--- src/rtl/scan_seq_pkg.sv ---
package scan_seq_pkg;

    typedef enum logic [2:0] {
        ST_IDLE,
        ST_SHIFT,
        ST_LAUNCH,
        ST_CAPT,
        ST_FLUSH
    } seq_state_e;

    typedef enum logic [1:0] {
        MODE_STUCK     = 2'd0,
        MODE_BROADSIDE = 2'd1,
        MODE_SKEWED    = 2'd2,
        MODE_RSVD      = 2'd3
    } seq_mode_e;

endpackage

--- src/rtl/scan_seq_ctrl.sv ---
module scan_seq_ctrl
    import scan_seq_pkg::*;
#(
    parameter int CHAIN_LEN = 6
) (
    input  logic       clk_i,
    input  logic       rst_ni,
    input  logic       start_i,
    input  logic [1:0] mode_i,
    input  logic       pat_valid_i,
    input  logic       pat_last_i,
    output logic       pat_ready_o,
    output logic       load_o,
    output logic       adv_o,
    output logic       flush_o,
    output logic       collect_o,
    output logic       resp_end_o,
    output logic       scan_en_o,
    output logic       scan_clk_en_o,
    output logic       at_speed_o,
    output logic       done_o,
    output logic       busy_o
);
    localparam int CW = (CHAIN_LEN > 2) ? $clog2(CHAIN_LEN) : 1;
    localparam logic [CW-1:0] LAST_IDX = CW'(CHAIN_LEN - 1);

    typedef struct packed {
        seq_state_e    state;
        seq_mode_e     mode;
        logic [CW-1:0] cnt;
        logic          last;
        logic          have_resp;
        logic          done;
    } ctrl_reg_t;

    ctrl_reg_t r_q, r_d;

    always_comb begin
        r_d           = r_q;
        r_d.done      = 1'b0;
        pat_ready_o   = 1'b0;
        load_o        = 1'b0;
        adv_o         = 1'b0;
        flush_o       = 1'b0;
        collect_o     = 1'b0;
        resp_end_o    = 1'b0;
        scan_en_o     = 1'b0;
        scan_clk_en_o = 1'b0;
        at_speed_o    = 1'b0;
        unique case (r_q.state)
            ST_IDLE: begin
                if (start_i) begin
                    r_d.state     = ST_SHIFT;
                    r_d.cnt       = '0;
                    r_d.last      = 1'b0;
                    r_d.have_resp = 1'b0;
                    r_d.mode      = (mode_i == MODE_RSVD) ? MODE_STUCK : seq_mode_e'(mode_i);
                end
            end
            ST_SHIFT: begin
                scan_en_o = 1'b1;
                if (r_q.cnt == '0) begin
                    pat_ready_o = 1'b1;
                    load_o      = pat_valid_i;
                    if (pat_valid_i) begin
                        r_d.last = pat_last_i;
                    end
                end else begin
                    adv_o = 1'b1;
                end
                if (load_o || adv_o) begin
                    scan_clk_en_o = 1'b1;
                    collect_o     = r_q.have_resp;
                    if (r_q.cnt == LAST_IDX) begin
                        resp_end_o = r_q.have_resp;
                        at_speed_o = (r_q.mode == MODE_SKEWED);
                        r_d.cnt    = '0;
                        r_d.state  = (r_q.mode == MODE_BROADSIDE) ? ST_LAUNCH : ST_CAPT;
                    end else begin
                        r_d.cnt = r_q.cnt + 1'b1;
                    end
                end
            end
            ST_LAUNCH: begin
                scan_clk_en_o = 1'b1;
                at_speed_o    = 1'b1;
                r_d.state     = ST_CAPT;
            end
            ST_CAPT: begin
                scan_clk_en_o = 1'b1;
                at_speed_o    = (r_q.mode != MODE_STUCK);
                r_d.have_resp = 1'b1;
                r_d.cnt       = '0;
                r_d.state     = r_q.last ? ST_FLUSH : ST_SHIFT;
            end
            ST_FLUSH: begin
                scan_en_o     = 1'b1;
                scan_clk_en_o = 1'b1;
                flush_o       = 1'b1;
                adv_o         = 1'b1;
                collect_o     = 1'b1;
                if (r_q.cnt == LAST_IDX) begin
                    resp_end_o = 1'b1;
                    r_d.done   = 1'b1;
                    r_d.state  = ST_IDLE;
                    r_d.cnt    = '0;
                end else begin
                    r_d.cnt = r_q.cnt + 1'b1;
                end
            end
            default: r_d.state = ST_IDLE;
        endcase
    end

    always_ff @(posedge clk_i or negedge rst_ni) begin
        if (!rst_ni) begin
            r_q <= '{state: ST_IDLE, mode: MODE_STUCK, cnt: '0,
                     last: 1'b0, have_resp: 1'b0, done: 1'b0};
        end else begin
            r_q <= r_d;
        end
    end

    assign done_o = r_q.done;
    assign busy_o = (r_q.state != ST_IDLE);

    // a static capture is always followed by a shifting cycle
    p_stuck_single_cap_r2: assert property (@(posedge clk_i) disable iff (!rst_ni)
        (r_q.state == ST_CAPT && r_q.mode == MODE_STUCK) |=> scan_en_o)
        else $error("p_stuck_single_cap_r2");

    // the launch pulse is followed by an at-speed capture
    p_broadside_pair_r7: assert property (@(posedge clk_i) disable iff (!rst_ni)
        (r_q.state == ST_LAUNCH) |=> (r_q.state == ST_CAPT && at_speed_o && !scan_en_o))
        else $error("p_broadside_pair_r7");

    // a fast shift only happens as the last shift of a skewed load
    p_skew_fast_shift_r8: assert property (@(posedge clk_i) disable iff (!rst_ni)
        (at_speed_o && scan_en_o) |-> (r_q.mode == MODE_SKEWED && r_q.cnt == LAST_IDX))
        else $error("p_skew_fast_shift_r8");

    // the fast shift is followed by a capture with no enable gap
    p_skew_capture_r8: assert property (@(posedge clk_i) disable iff (!rst_ni)
        (at_speed_o && scan_en_o) |=> (!scan_en_o && scan_clk_en_o && at_speed_o))
        else $error("p_skew_capture_r8");

    // a fast pulse request always comes with a clocked chain
    p_fast_clocked_r9: assert property (@(posedge clk_i) disable iff (!rst_ni)
        at_speed_o |-> scan_clk_en_o)
        else $error("p_fast_clocked_r9");

    // a stall freezes the chain while holding shift mode
    p_stall_hold_r10: assert property (@(posedge clk_i) disable iff (!rst_ni)
        (pat_ready_o && !pat_valid_i) |-> (scan_en_o && !scan_clk_en_o))
        else $error("p_stall_hold_r10");

endmodule

--- src/rtl/scan_seq_stim.sv ---
module scan_seq_stim #(
    parameter int CHAIN_LEN = 6
) (
    input  logic                 clk_i,
    input  logic                 rst_ni,
    input  logic [CHAIN_LEN-1:0] pat_data_i,
    input  logic                 load_i,
    input  logic                 adv_i,
    input  logic                 flush_i,
    output logic                 scan_si_o
);
    logic [CHAIN_LEN-1:0] shreg_q, shreg_d;

    always_comb begin
        shreg_d = shreg_q;
        if (load_i) begin
            shreg_d = {pat_data_i[CHAIN_LEN-2:0], 1'b0};
        end else if (adv_i) begin
            shreg_d = {shreg_q[CHAIN_LEN-2:0], 1'b0};
        end
        if (flush_i) begin
            scan_si_o = 1'b0;
        end else if (load_i) begin
            scan_si_o = pat_data_i[CHAIN_LEN-1];
        end else begin
            scan_si_o = shreg_q[CHAIN_LEN-1];
        end
    end

    always_ff @(posedge clk_i or negedge rst_ni) begin
        if (!rst_ni) begin
            shreg_q <= '0;
        end else begin
            shreg_q <= shreg_d;
        end
    end

endmodule

--- src/rtl/scan_seq_resp.sv ---
module scan_seq_resp #(
    parameter int CHAIN_LEN = 6
) (
    input  logic                 clk_i,
    input  logic                 rst_ni,
    input  logic                 scan_so_i,
    input  logic                 collect_i,
    input  logic                 resp_end_i,
    output logic                 resp_valid_o,
    output logic [CHAIN_LEN-1:0] resp_data_o
);
    logic [CHAIN_LEN-2:0] col_q, col_d;
    logic [CHAIN_LEN-1:0] data_q, data_d;
    logic                 valid_q, valid_d;
    logic [CHAIN_LEN-1:0] wide;

    always_comb begin
        wide    = {col_q, scan_so_i};
        col_d   = collect_i ? wide[CHAIN_LEN-2:0] : col_q;
        data_d  = resp_end_i ? wide : data_q;
        valid_d = resp_end_i;
    end

    always_ff @(posedge clk_i or negedge rst_ni) begin
        if (!rst_ni) begin
            col_q   <= '0;
            data_q  <= '0;
            valid_q <= 1'b0;
        end else begin
            col_q   <= col_d;
            data_q  <= data_d;
            valid_q <= valid_d;
        end
    end

    assign resp_valid_o = valid_q;
    assign resp_data_o  = data_q;

endmodule

--- src/rtl/scan_test_seq.sv ---
module scan_test_seq #(
    parameter int CHAIN_LEN = 6
) (
    input  logic                 clk_i,
    input  logic                 rst_ni,
    input  logic                 start_i,
    input  logic [1:0]           mode_i,
    input  logic                 pat_valid_i,
    output logic                 pat_ready_o,
    input  logic [CHAIN_LEN-1:0] pat_data_i,
    input  logic                 pat_last_i,
    input  logic                 scan_so_i,
    output logic                 scan_en_o,
    output logic                 scan_si_o,
    output logic                 scan_clk_en_o,
    output logic                 at_speed_o,
    output logic                 resp_valid_o,
    output logic [CHAIN_LEN-1:0] resp_data_o,
    output logic                 done_o,
    output logic                 busy_o
);
    logic load_w, adv_w, flush_w, collect_w, resp_end_w;

    scan_seq_ctrl #(.CHAIN_LEN(CHAIN_LEN)) u_ctrl (
        .clk_i         (clk_i),
        .rst_ni        (rst_ni),
        .start_i       (start_i),
        .mode_i        (mode_i),
        .pat_valid_i   (pat_valid_i),
        .pat_last_i    (pat_last_i),
        .pat_ready_o   (pat_ready_o),
        .load_o        (load_w),
        .adv_o         (adv_w),
        .flush_o       (flush_w),
        .collect_o     (collect_w),
        .resp_end_o    (resp_end_w),
        .scan_en_o     (scan_en_o),
        .scan_clk_en_o (scan_clk_en_o),
        .at_speed_o    (at_speed_o),
        .done_o        (done_o),
        .busy_o        (busy_o)
    );

    scan_seq_stim #(.CHAIN_LEN(CHAIN_LEN)) u_stim (
        .clk_i      (clk_i),
        .rst_ni     (rst_ni),
        .pat_data_i (pat_data_i),
        .load_i     (load_w),
        .adv_i      (adv_w),
        .flush_i    (flush_w),
        .scan_si_o  (scan_si_o)
    );

    scan_seq_resp #(.CHAIN_LEN(CHAIN_LEN)) u_resp (
        .clk_i        (clk_i),
        .rst_ni       (rst_ni),
        .scan_so_i    (scan_so_i),
        .collect_i    (collect_w),
        .resp_end_i   (resp_end_w),
        .resp_valid_o (resp_valid_o),
        .resp_data_o  (resp_data_o)
    );

    // flush shifts feed zeros
    p_flush_zero_r6: assert property (@(posedge clk_i) disable iff (!rst_ni)
        flush_w |-> (!scan_si_o && scan_en_o))
        else $error("p_flush_zero_r6");

    // completion coincides with the final response word
    p_done_with_resp_r11: assert property (@(posedge clk_i) disable iff (!rst_ni)
        done_o |-> (resp_valid_o && !busy_o))
        else $error("p_done_with_resp_r11");

    // completion is a single-cycle pulse
    p_done_pulse_r11: assert property (@(posedge clk_i) disable iff (!rst_ni)
        done_o |=> !done_o)
        else $error("p_done_pulse_r11");

    // response strobes are single-cycle
    p_resp_pulse_r5: assert property (@(posedge clk_i) disable iff (!rst_ni)
        resp_valid_o |=> !resp_valid_o)
        else $error("p_resp_pulse_r5");

endmodule

--- config.mk ---
export PLATFORM = sky130hd
export DESIGN_NAME = scan_test_seq
export DESIGN_NICKNAME = d
export VERILOG_FILES = /design/src/rtl/scan_seq_pkg.sv /design/src/rtl/scan_seq_ctrl.sv /design/src/rtl/scan_seq_stim.sv /design/src/rtl/scan_seq_resp.sv /design/src/rtl/scan_test_seq.sv
export SDC_FILE = /design/constraint.sdc
export NUM_CORES = 1
export LEC_CHECK = 0
export BUFFER_PORTS_ARGS = -buffer_cell sky130_fd_sc_hd__buf_2
export CORE_AREA = 2 2 40 78
export DETAILED_ROUTE_END_ITERATION = 8
export DIE_AREA = 0 0 42 80
export PLACE_DENSITY = 0.79
export SKIP_CTS_REPAIR_TIMING = 1
export SLEW_MARGIN = 20
export SYNTH_ARGS = -nofsm -noshare
export SYNTH_HDL_FRONTEND = slang
export SYNTH_SLANG_ARGS = --single-unit
--- constraint.sdc ---
create_clock -name clk_i -period 2.6 [get_ports clk_i]
set_clock_uncertainty 0.15 [all_clocks]
set_input_delay 0.39 -clock clk_i [delete_from_list [all_inputs] [get_ports clk_i]]
set_output_delay 0.39 -clock clk_i [all_outputs]
set_load 0.03 [all_outputs]
After elaboration in Yosys (flattened, before gate mapping)

Cells that the tools add are included.

Word-level logic and storage cells: 82
RAM bits: 0
Register bits after elaboration: 29
Input bits: 14
Bits in latches: 0
Memories: 0
Memory bits (read-only): 0
Output and inout port bits: 14

Div/mod/pow operators: 0
Order comparisons: 0
Multiplexer cells: 41
Reduce and logical (&&, ||, !) cells: 16
Add/sub/neg operators: 1
Shift-type cells: 0
Bitwise gates (word level): 0
Equality and inequality tests: 14
Multiply operators: 0

Operator list:

| cell                                                   | count |
|---|---|
| two-way mux 1 bit                                      | 22 |
| two-way mux 3 bit                                      | 6 |
| case mux 3 bit (5 select lines)                        | 1 |
| two-way mux 6 bit                                      | 2 |
| case mux 1 bit (2 select lines)                        | 6 |
| case mux 3 bit (4 select lines)                        | 1 |
| two-way mux 10 bit                                     | 1 |
| inequality test 2 x 1 -> 1 bit (second input constant) | 4 |
| AND reduction 4 bit                                    | 2 |
| nonzero test 2 bit                                     | 4 |
| == test 3 x 2 -> 1 bit (second input constant)         | 2 |
| == test 3 bit (second input constant)                  | 2 |
| zero test 3 bit                                        | 2 |
| == test 2 bit (second input constant)                  | 2 |
| inequality test 2 bit (second input constant)          | 2 |
| AND reduction 2 bit                                    | 2 |
| nonzero test 4 bit                                     | 1 |
| adder 3 x 1 -> 3 bit (second input constant)           | 1 |
| == test 3 x 1 -> 1 bit (second input constant)         | 1 |
| case mux 1 bit (3 select lines)                        | 1 |
| AND reduction 3 bit                                    | 1 |
| nonzero test 3 bit                                     | 1 |
| OR reduction 3 bit                                     | 1 |
| == test 2 x 1 -> 1 bit (second input constant)         | 1 |
| other kinds (3)                                        | 3 |

Depth between registers and ports, before layout

Depth after elaboration: 6
Gate-level depth with buffers: 5

Modules after synthesis

Synthesis repeated with hierarchy kept, for this count alone.

Cell total of the unflattened synthesis: 126
Area total of the unflattened synthesis: 1,447.6 sq um

By module, submodules not included:

| module        | cells each | times used | area each (sq um) |
|---|---|---|---|
| scan_seq_ctrl | 78         | 1          | 738.2 |
| scan_seq_resp | 24         | 1          | 457.9 |
| scan_seq_stim | 24         | 1          | 251.5 |

Worst setup path after synthesis

Ideal clock, no wire load.

Path type: reg-to-output
Start point: reg u_ctrl.r_q[10] in the netlist's numbering
End point: out pat_ready_o
Buffers on the path: 1
Arrival time: 1,698 ps
Cell stages (with the launch flop): 4
Path slack: 362 ps
Required time: 2,060 ps
Cell sequence: dfrtp_1 -> buf_2 -> nand2b_1 -> nor4_1

Cells in the longest elaborated chain, start to end: 2

Ends and longest elaborated chain:

| what                   | RTL line             | source |
|---|---|---|
| from (decl)            | scan_seq_ctrl.sv:36  | `ctrl_reg_t r_q, r_d;` |
| from (signal assigned) | scan_seq_ctrl.sv:117 | `r_q <= '{state: ST_IDLE, mode: MODE_STUCK, cnt: '0,` |
| from (signal assigned) | scan_seq_ctrl.sv:120 | `r_q <= r_d;` |
| == test 3 x 1 -> 1 bit | scan_seq_ctrl.sv:50  | `unique case (r_q.state)` |
| two-way mux 1 bit      | scan_seq_ctrl.sv:50  |  |
| to (decl)              | scan_test_seq.sv:9   | `output logic pat_ready_o,` |

Every way passes these cells.

Worst setup path after layout

Start point: reg u_ctrl.r_q[8] in the netlist's numbering
End point: out scan_si_o

Cells in the longest elaborated chain, start to end: 4
Elaborated cells on any way between the ends: 6

Ends and longest elaborated chain:

| what                   | RTL line            | source |
|---|---|---|
| == test 3 x 1 -> 1 bit | scan_seq_ctrl.sv:50 |  |
| two-way mux 1 bit      | scan_seq_ctrl.sv:50 |  |
| two-way mux 1 bit      | scan_seq_stim.sv:23 | `end else if (load_i) begin` |
| two-way mux 1 bit (*)  | scan_seq_stim.sv:21 | `if (flush_i) begin` |
| to (decl)              | scan_test_seq.sv:14 | `output logic scan_si_o,` |

Mark *: on every way between the ends. The rest lies on a longest branch, timed or not.

==> results.yml <==
clock_tree:
  htree_levels: 1
  cts.sinks: 28
  cts_root_buf: "clkbuf_8"
  cts-root-to-sink-buffers: 2
  cts_tree: "yes"
  insertion_delay_ns: 0.27
  numCtsBuffers: 3
  clk_pin_slew_ns: 0.09
floorplanning:
  num_io_pins: 28
  dieArea_um2: 3360
  core_area_um2: 2740
  die_h_um: 80
  die_w_um: 42
  initial_utilization: 0.504
  rows: 27
setup_path:
  path_max_fanout: 14
  endpoint_kind: "output port"
  cpPeakStageDelay_ns: 0.62
  worstSetupPathType: "flip-flop to output port"
  crit_path_start_kind: "flip-flop"
  path_cells: "nand3b_1 -> nor4_4 -> buf_4 -> mux2i_1 -> nor2_1 -> buf_2"
  path_buf_inv: 2
  crit_required_ns: 2.06
  critPathTopFamily: "flip-flops"
  critPathSlowestCell: "dfrtp_1"
  arrival_ns: 1.90
timing:
  tightest_slew_ns: 0.595
  max-slew-margin-rel: 0.604
  fin_crit_ns: 2.44
  rsz0062_at_grt: "false"
  setup_viol: 0
  maxSlewViolCount: 0
  hold_viol_final: 28
  max_freq_mhz: 409
  holdWs_ns: -0.0401
  fin_crit_sh: 0.939
  setup_tns_ns: 0
synthesis:
  synthesis.nets: 131
  synth.area.top_cells: "dfrtp_1 (51%), mux2_2 (9.8%), mux2_1 (7.3%)"
  synth_cell_type_count: 39
  synth_cells: 117
  netlist_area_um2: 1380
  ys_async_sr_fraction: 1.00
  yosys_warnings: 0
  synth-seq-cells: 28
  synth_commonest_cells: "dfrtp_1 (28), mux2_2 (12), nor2_1 (10)"
  synth.largest_area_cell: "dfrtp_1"
  synth.avg_cell_area_um2: 11.8
  synth_edf_count: 0
  ys.flop_type: "dfrtp_1"
  yosysMostFrequentCell: "dfrtp_1"
  yosysSeqAreaShare: 0.508
  yosys.area.top_type_share: 0.508
worst_hold_path:
  hold_path_class: "primary input to async pin"
layout:
  diodes: 0
  nets: 162
  areaGrowthSynthToFinish_pct: 17.7
  layout-drive-gt1-share: 0.374
  final_core_util: 0.594
  fillers: 229
detailed_routing:
  vias: 998
  dr.pass1.iters: 4
  drtIter0Drc: 27
  ant_nets: 0
  drc_errors: 0
  viasPerCell: 5.67
  wl_per_cell_um: 15.1
  wirelength_mm: 2.66
global_routing:
  grt_pass1_wl_mm: 4.37
  grt_usage: 0.172
  grt_max_degree: 29
  overflow: 0
  grt_pass1_vias: 966
  antenna_found_initial: 0
placed_design:
  port_buffers: 27
  gp_routability_congestion: 0.779
  hpwl_mm: 2.03
power:
  vdd_ir_drop_max_mv: 0.736
  power_density_nw_per_um2: 1300
  leakagePower_nw: 0.804
status:
  failed_checks: "hold timing"
  outcome: "complete, but fails checks"
flow_run:
  maxCapViolCount: 0
[layout by cell type (no fill, tap or decap), types with 2 or more instances in the layout]
cell type	n
a21oi_1	3
a22o_1	2
a31oi_1	2
buf_2	27
buf_4	5
clkbuf_8	3
dfrtp_1	28
inv_1	5
mux2_1	9
mux2_2	12
mux2i_1	2
nand2_1	6
nand2b_1	2
nand3b_1	5
nor2_1	10
nor4_1	2
o21ai_0	3
[per-layer routing]
layer  vias up  part of all wire  wire length (um)  GRT usage
met3         6             0.036                96     0.0249
met4         0             0.020                54     0.0806
li1        480                 -                 -          -
met2        28              0.56              1490      0.322
met5         -                 0                 0          0
met1       484              0.38              1020      0.181
[final timing paths]
path / start / end / slack (ns) / cells past startpoint
min in group clk_i: pat_data_i[0] / u_stim.shreg_q[1] / 0.18 / 3
hold / removal: rst_ni / u_ctrl.r_q[4] / -0.04 / 1
max in group asynchronous: rst_ni / u_resp.col_q[1] / 1.95 / 1
hold reg to reg: u_resp.resp_data_o[4] / u_resp.resp_data_o[4] / 0.35 / 1
setup reg to reg: u_ctrl.r_q[8] / u_stim.shreg_q[3] / 0.36 / 6
setup / recovery: u_ctrl.r_q[8] / scan_si_o / 0.16 / 6
[final cells by class]
cell class / instances / area [um2] / share of cell area
multi-input combinational: 78 / 624 / 0.384
inverter: 5 / 18.8 / 0.0116
clock inverter: 1 / 30.0 / 0.0185
sequential: 28 / 701 / 0.431
clock buffer: 3 / 41.3 / 0.0254
tap: 29 / 36.3 / 0.0223
timing repair buffer: 32 / 173 / 0.106
[report_power, final]
group          switching [W]  internal (W)  total [W]
Sequential          0.000161      0.000608   0.000769
Clock               0.000130      0.000206   0.000336
Combinational       0.000548      0.000454    0.00100
Total               0.000839       0.00127    0.00211
[flip-flops by register name, indices dropped and copies added (netlist names)]
register / cells
u_stim.shreg_q: 5
u_resp.resp_valid_o: 1
u_resp.col_q: 5
u_ctrl.r_q: 10
u_resp.resp_data_o: 6
u_ctrl.done_o: 1
[kinds of logic (layout without fill, tap and decap cells)]
family	count (synthesis)	in the layout	synth area share
DFF	28	28	0.508
buffers and inverters	11	41	0.0399
AOI/OAI and AO/OA	20	20	0.104
muxes	23	23	0.186
and+or+nand+nor	35	35	0.162
[through the flow]
step                      instance area [um2]  worst slack (ns)  instances  total power, W  hold slack (ns)
after CTS                                1600            0.0492        173         0.00211          -0.0100
final                                    1620             0.158        176         0.00211          -0.0401
after floorplan                          1380             0.362        117         0.00151          -0.0556
after detailed placement                 1530             0.357        169         0.00177            0.290
after global placement                   1530             0.430        169         0.00171            0.273
after global routing                     1620            0.0824        176         0.00224           0.0153
(Power assumes the default switching activity.)
